--- config.mk ---
export PLATFORM = sky130hd
export DESIGN_NAME = hbc_top
export DESIGN_NICKNAME = d
export VERILOG_FILES = /design/src/rtl/hbc_pkg.sv /design/src/rtl/hbc_addr_dec.sv /design/src/rtl/hbc_dma.sv /design/src/rtl/hbc_irq.sv /design/src/rtl/hbc_top.sv
export SDC_FILE = /design/constraint.sdc
export NUM_CORES = 1
export LEC_CHECK = 0
export BUFFER_PORTS_ARGS = -buffer_cell sky130_fd_sc_hd__buf_2
export CORE_MARGIN = 3
export CORE_UTILIZATION = 43
export CTS_BUF_LIST = sky130_fd_sc_hd__clkbuf_4
export DETAILED_ROUTE_END_ITERATION = 6
export GPL_ROUTABILITY_DRIVEN = 0
export PLACE_DENSITY = 0.95
export SETUP_SLACK_MARGIN = 0.1
export SYNTH_ARGS = -nofsm -noshare
export SYNTH_HDL_FRONTEND = slang
export SYNTH_HIERARCHICAL = 1
export SYNTH_SLANG_ARGS = --single-unit
--- constraint.sdc ---
create_clock -name clk -period 4.25 [get_ports clk]
set_clock_uncertainty 0.15 [all_clocks]
set_input_delay 0.425 -clock clk [delete_from_list [all_inputs] [get_ports clk]]
set_output_delay 0.425 -clock clk [all_outputs]
set_load 0.02 [all_outputs]
--- src/rtl/hbc_pkg.sv ---
package hbc_pkg;
  localparam int WIN_SPAN = 20;
  localparam int OFF_W    = $clog2(WIN_SPAN);
  localparam int LA_REGS  = 4;
  localparam int IRQ_N    = 4;

  localparam logic [OFF_W-1:0] OFF_RST = OFF_W'(5'h10);
  localparam logic [OFF_W-1:0] OFF_ANA = OFF_W'(5'h11);
  localparam logic [OFF_W-1:0] OFF_DMA = OFF_W'(5'h12);
  localparam logic [OFF_W-1:0] OFF_IEN = OFF_W'(5'h13);

  typedef enum logic [1:0] {
    SRC_DMA_END = 2'd0,
    SRC_ERR     = 2'd1,
    SRC_OUT_RDY = 2'd2,
    SRC_IN_RDY  = 2'd3
  } irq_src_e;

  function automatic logic in_window(input logic [15:0] delta);
    return delta < 16'(WIN_SPAN);
  endfunction

  function automatic logic dir_ready(input logic dir, input logic in_rdy,
                                     input logic out_rdy);
    return dir ? in_rdy : out_rdy;
  endfunction

  function automatic logic irq_any(input logic [IRQ_N-1:0] en,
                                   input logic [IRQ_N-1:0] src);
    return |(en & src);
  endfunction
endpackage

--- src/rtl/hbc_addr_dec.sv ---
module hbc_addr_dec
  import hbc_pkg::*;
#(
  parameter int ADDR_W = 10,
  parameter logic [ADDR_W-1:0] BASE0 = 10'h150,
  parameter logic [ADDR_W-1:0] BASE1 = 10'h200
) (
  input  logic [ADDR_W-1:0] addr,
  input  logic              base_sel,
  output logic              hit,
  output logic [OFF_W-1:0]  offs
);
  logic [ADDR_W-1:0] base;
  logic [ADDR_W-1:0] delta;

  always_comb begin
    base  = base_sel ? BASE1 : BASE0;
    delta = addr - base;
    hit   = in_window(16'(delta));
    offs  = delta[OFF_W-1:0];
  end
endmodule

--- src/rtl/hbc_dma.sv ---
module hbc_dma
  import hbc_pkg::*;
(
  input  logic clk,
  input  logic rst_n,
  input  logic wr_dma,
  input  logic wdir,
  input  logic in_rdy,
  input  logic out_rdy,
  input  logic ack,
  input  logic tc,
  output logic req,
  output logic active,
  output logic dir,
  output logic end_evt
);
  logic last_byte;
  assign last_byte = ack && tc;

  always_ff @(posedge clk or negedge rst_n) begin
    if (!rst_n) begin
      active  <= 1'b0;
      dir     <= 1'b0;
      end_evt <= 1'b0;
      req     <= 1'b0;
    end else begin
      if (wr_dma) begin
        active  <= 1'b1;
        dir     <= wdir;
        end_evt <= 1'b0;
      end else if (last_byte) begin
        active  <= 1'b0;
        end_evt <= 1'b1;
      end
      req <= active && dir_ready(dir, in_rdy, out_rdy) && !ack;
    end
  end


  req_after_ack_chk: assert property (@(posedge clk) disable iff (!rst_n)
    ack |=> !req);

  req_needs_active_chk: assert property (@(posedge clk) disable iff (!rst_n)
    req |-> active);

  end_on_tc_chk: assert property (@(posedge clk) disable iff (!rst_n)
    (last_byte && !wr_dma) |=> (end_evt && !active));

  end_clear_chk: assert property (@(posedge clk) disable iff (!rst_n)
    wr_dma |=> (!end_evt && active));
endmodule

--- src/rtl/hbc_irq.sv ---
module hbc_irq
  import hbc_pkg::*;
(
  input  logic             clk,
  input  logic             rst_n,
  input  logic             wr_ien,
  input  logic [IRQ_N-1:0] wen,
  input  logic [IRQ_N-1:0] src,
  output logic [IRQ_N-1:0] ien,
  output logic             irq
);
  always_ff @(posedge clk or negedge rst_n) begin
    if (!rst_n) begin
      ien <= '0;
      irq <= 1'b0;
    end else begin
      if (wr_ien) ien <= wen;
      irq <= irq_any(ien, src);
    end
  end


  irq_masked_chk: assert property (@(posedge clk) disable iff (!rst_n)
    (ien == '0) |=> !irq);

  irq_needs_src_chk: assert property (@(posedge clk) disable iff (!rst_n)
    (src == '0) |=> !irq);
endmodule

--- src/rtl/hbc_top.sv ---
module hbc_top
  import hbc_pkg::*;
#(
  parameter int ADDR_W = 10,
  parameter int NMOD   = 10,
  parameter logic [ADDR_W-1:0] BASE0 = 10'h150,
  parameter logic [ADDR_W-1:0] BASE1 = 10'h200
) (
  input  logic              clk,
  input  logic              rst_n,
  input  logic              base_sel,
  input  logic [ADDR_W-1:0] addr,
  input  logic              wr_en,
  input  logic              rd_en,
  input  logic [7:0]        wdata,
  output logic [7:0]        rdata,
  output logic              la_cs,
  output logic              la_wr,
  output logic              la_rd,
  output logic [1:0]        la_offs,
  output logic [7:0]        la_wdata,
  input  logic [7:0]        la_rdata,
  input  logic              la_in_rdy,
  input  logic              la_out_rdy,
  input  logic [NMOD-1:0]   mod_err,
  output logic              mod_reset,
  output logic              mod_analyse,
  output logic              dma_req,
  input  logic              dma_ack,
  input  logic              dma_tc,
  output logic              irq
);
  logic             hit;
  logic [OFF_W-1:0] offs;
  logic             la_hit, wr_hit;
  logic             wr_rst, wr_ana, wr_dma, wr_ien;
  logic             err_any;
  logic             dma_act, dma_dir, dma_end;
  logic [IRQ_N-1:0] ien, src;

  hbc_addr_dec #(.ADDR_W(ADDR_W), .BASE0(BASE0), .BASE1(BASE1)) u_dec (
    .addr(addr), .base_sel(base_sel), .hit(hit), .offs(offs)
  );

  always_comb begin
    la_hit = hit && (offs < OFF_W'(LA_REGS));
    wr_hit = hit && wr_en;
    wr_rst = wr_hit && (offs == OFF_RST);
    wr_ana = wr_hit && (offs == OFF_ANA);
    wr_dma = wr_hit && (offs == OFF_DMA);
    wr_ien = wr_hit && (offs == OFF_IEN);
    err_any = |mod_err;
  end

  assign la_cs    = la_hit && (wr_en || rd_en);
  assign la_wr    = la_hit && wr_en;
  assign la_rd    = la_hit && rd_en;
  assign la_offs  = offs[1:0];
  assign la_wdata = wdata;

  always_ff @(posedge clk or negedge rst_n) begin
    if (!rst_n) begin
      mod_reset   <= 1'b0;
      mod_analyse <= 1'b0;
    end else begin
      if (wr_rst) mod_reset   <= wdata[0];
      if (wr_ana) mod_analyse <= wdata[0];
    end
  end

  hbc_dma u_dma (
    .clk(clk), .rst_n(rst_n), .wr_dma(wr_dma), .wdir(wdata[0]),
    .in_rdy(la_in_rdy), .out_rdy(la_out_rdy), .ack(dma_ack), .tc(dma_tc),
    .req(dma_req), .active(dma_act), .dir(dma_dir), .end_evt(dma_end)
  );

  always_comb begin
    src = '0;
    src[SRC_DMA_END] = dma_end;
    src[SRC_ERR]     = err_any;
    src[SRC_OUT_RDY] = la_out_rdy;
    src[SRC_IN_RDY]  = la_in_rdy;
  end

  hbc_irq u_irq (
    .clk(clk), .rst_n(rst_n), .wr_ien(wr_ien), .wen(wdata[IRQ_N-1:0]),
    .src(src), .ien(ien), .irq(irq)
  );

  always_comb begin
    rdata = 8'h00;
    if (hit && rd_en) begin
      if (la_hit)                rdata = la_rdata;
      else if (offs == OFF_RST)  rdata = {7'b0, err_any};
      else if (offs == OFF_DMA)  rdata = {6'b0, dma_act, dma_dir};
    end
  end


  no_select_outside_chk: assert property (@(posedge clk) disable iff (!rst_n)
    !hit |-> (!la_cs && rdata == 8'h00));

  reset_follows_write_chk: assert property (@(posedge clk) disable iff (!rst_n)
    wr_rst |=> (mod_reset == $past(wdata[0])));

  analyse_follows_write_chk: assert property (@(posedge clk) disable iff (!rst_n)
    wr_ana |=> (mod_analyse == $past(wdata[0])));

  reset_hold_chk: assert property (@(posedge clk) disable iff (!rst_n)
    !wr_rst |=> $stable(mod_reset));
endmodule

==> results.yml <==
synth:
  netlist.top_cell.by_area: "dfrtp_1"
  syn_area_um2: 877
  synthFlopType: "dfrtp_1"
  ys_ff_latch: 11
  synthDistinctLibCells: 32
  synth_area_leaders: "dfrtp_1 31%, buf_4 10%, ha_1 5.7%, nor4b_4 5.4%, mux2_2 5.1%"
  syn_area_per_cell_um2: 9.53
  synth.most_common_cell: "buf_4"
  syn_nets: 141
  synthArstFlopShare: 1.00
  synth_commonest_cells: "12 x buf_4, 11 x dfrtp_1, 8 x inv_1, 6 x and3_1, 6 x nor2_1"
  seq_area_frac_synth: 0.314
  syn_inst: 92
  synth.top_cell.area_share: 0.314
  synth_edf_count: 0
  yosys_warnings: 6
clock_tree:
  clk_latency_ns: 0.25
  ctsResizeCount: 0
  clock-sinks: 11
  cts-root-buf: "clkbuf_4"
  postCtsHoldBufs: 1
  cts_max_path_buffers: 2
  clkTransAtPathRegs_ns: 0.06
  cts_tree: "built"
  h-tree-depth: 1
  numCtsBuffers: 3
  postCtsSetupBuffers: 0
sta:
  period_share: 0.819
  worst_slew_pin_slew_ns: 0.961
  slew_headroom: 0.354
  rsz0062_at_grt: "no"
  max_clock_freq_ghz: 0.287
  final_hold_viol_count: 0
  setup-tns-final_ns: 0
  setup_viol: 0
  fin_crit_ns: 3.48
  maxSlewViolCount: 0
  whs_ns: 0.201
final_layout:
  layout-drive-gt1-share: 0.493
  antenna_cells: 0
  area_growth_pct: 32.7
  postLayoutCellArea_um2: 1160
  fin_util: 0.639
  nNetsFinal: 196
  fill_cells: 166
run_status:
  status: "completed"
route:
  drtIter0Drc: 8
  topRoutingLayerUsed: "met3"
  wl_per_cell_um: 13.0
  drc: 0
  num_vias: 875
  drt-met1-wl_um: 814
  wl_met2_um: 1160
  postRouteAntennaNets: 0
  wirelength_um: 2230
  wl_met3_um: 254
  avgViaCountPerCell: 5.12
  dr.pass1.iters: 4
place:
  dp_hpwl_um: 1930
  port_buffers: 61
  postPlaceCellArea_um2: 1120
global_route:
  grt_max_degree: 12
  antenna_found_initial: 0
  grt_pass1_wl_um: 3470
  overflow: 0
  grt_pass1_vias: 856
  grt.total_usage: 0.173
power_and_ir_drop:
  pwr-share-comb: 0.239
  pwr-share-seq: 0.453
  power_switching_uw: 61.5
  leakage_nw: 0.688
  total_power_uw: 236
  p_int_uw: 175
  sw_frac_of_total: 0.260
  power_density_nw_per_um2: 203
  p_clk_frac: 0.308
  vdd_ir_drop_max_mv: 0.168
critical_path:
  path_class: "input port to output pin"
  critPathMaxFanout: 10
  critPathArrivalTime_ns: 2.90
  startpoint_type: "input port"
  critical_path_required_ns: 3.67
  cp-end-kind: "output pin"
job:
  max_cap_violations: 0
floorplanning:
  start_util: 0.482
  rows: 15
  io_pins: 70
  fp.dieW_um: 51.2
  core_um2: 1820
  dieArea_um2: 2620
  fp.dieH_um: 51.2
worst_hold_path:
  hp-class: "input port to flip-flop"
power by group through the flow:
stage	Combinational, mW	Sequential (mW)	Clock, mW
floorplan	0.0348	0.110	0
global placement	0.0528	0.109	0
detailed placement	0.0560	0.109	0
CTS	0.0568	0.107	0.0761
global route	0.0622	0.107	0.0823
finish	0.0565	0.107	0.0729
cell families (layout without fill, tap and decap cells):
kind of cell               count (synthesis)  count (layout)  share of synthesized area
and+or+nand+nor                           37              37                      0.288
muxes                                      8               8                      0.101
AOI/OAI and AO/OA                         10              10                     0.0827
DFF                                       11              11                      0.314
buffers and inverters                     20              74                      0.137
adders and majority gates                  4               4                     0.0571
xor gates and xnor gates                   2               2                     0.0200
area by class of cell:
class | count | area [um2] | share of cell area
clock buffers | 4 | 30.0 | 0.0258
inverters | 8 | 30.0 | 0.0258
multi-input cells | 61 | 482 | 0.414
flip-flops and latches | 11 | 275 | 0.237
well taps | 25 | 31.3 | 0.0269
repair buffers | 62 | 315 | 0.271
final timing paths:
path	start	to	slack [ns]	cells after the start
max	base_sel	la_cs	0.77	11
min in group asynchronous	rst_n	u_irq/ien[2]	0.41	2
max in group asynchronous	rst_n	u_irq/ien[1]	3.34	2
min	dma_ack	u_dma/req	0.20	2
min reg2reg	mod_analyse	mod_analyse	0.34	1
max reg2reg	u_dma/dir	u_dma/req	3.27	2
layout by cell type, fill, tap and decap left out, drive strengths merged, types with 2 or more instances in the layout:
cell    netlist  layout
nor4b         2       2
and2          3       3
nand4         2       2
clkbuf        0       4
and4          2       2
ha            4       4
nor2          6       6
nand2         4       4
inv           8       8
a22oi         2       2
nor2b         2       2
nor4          4       4
buf          12      61
mux2          7       7
nand2b        2       2
dfrtp        11      11
and3          6       6
metrics by stage:
step           setup WS, ns  std cells
6_report              0.771        171
5_1_grt               0.497        171
4_1_cts               0.755        171
3_5_place_dp          0.636        166
3_3_place_gp          0.977        166
2_1_floorplan          1.18         92
worst max-delay path: stages:
cell and delay (ns):
buf_2 0.12, inv_1 0.05, ha_1 0.23, ha_1 0.24
xor2_1 0.18, o21ai_0 0.10, nor4_1 0.59, nor4b_4 0.51
and2_1 0.20, or2_1 0.10, buf_2 0.16
sequential cells by signal (all words and copies together), names as in the netlist:
register	count
u_dma/dir	1
u_dma/req	1
u_dma/end_evt	1
u_dma/active	1
mod_analyse	1
u_irq/ien	4
mod_reset	1
u_irq/irq	1
routing by layer:
| layer | vias to the layer above | GRT usage |
|---|---|---|
| li1 | 426 | - |
| met1 | 404 | 0.172 |
| met2 | 45 | 0.358 |
| met3 | 0 | 0.0262 |
| met4 | 0 | 0.0448 |
| met5 | - | 0 |
(Power assumes the default switching activity.)
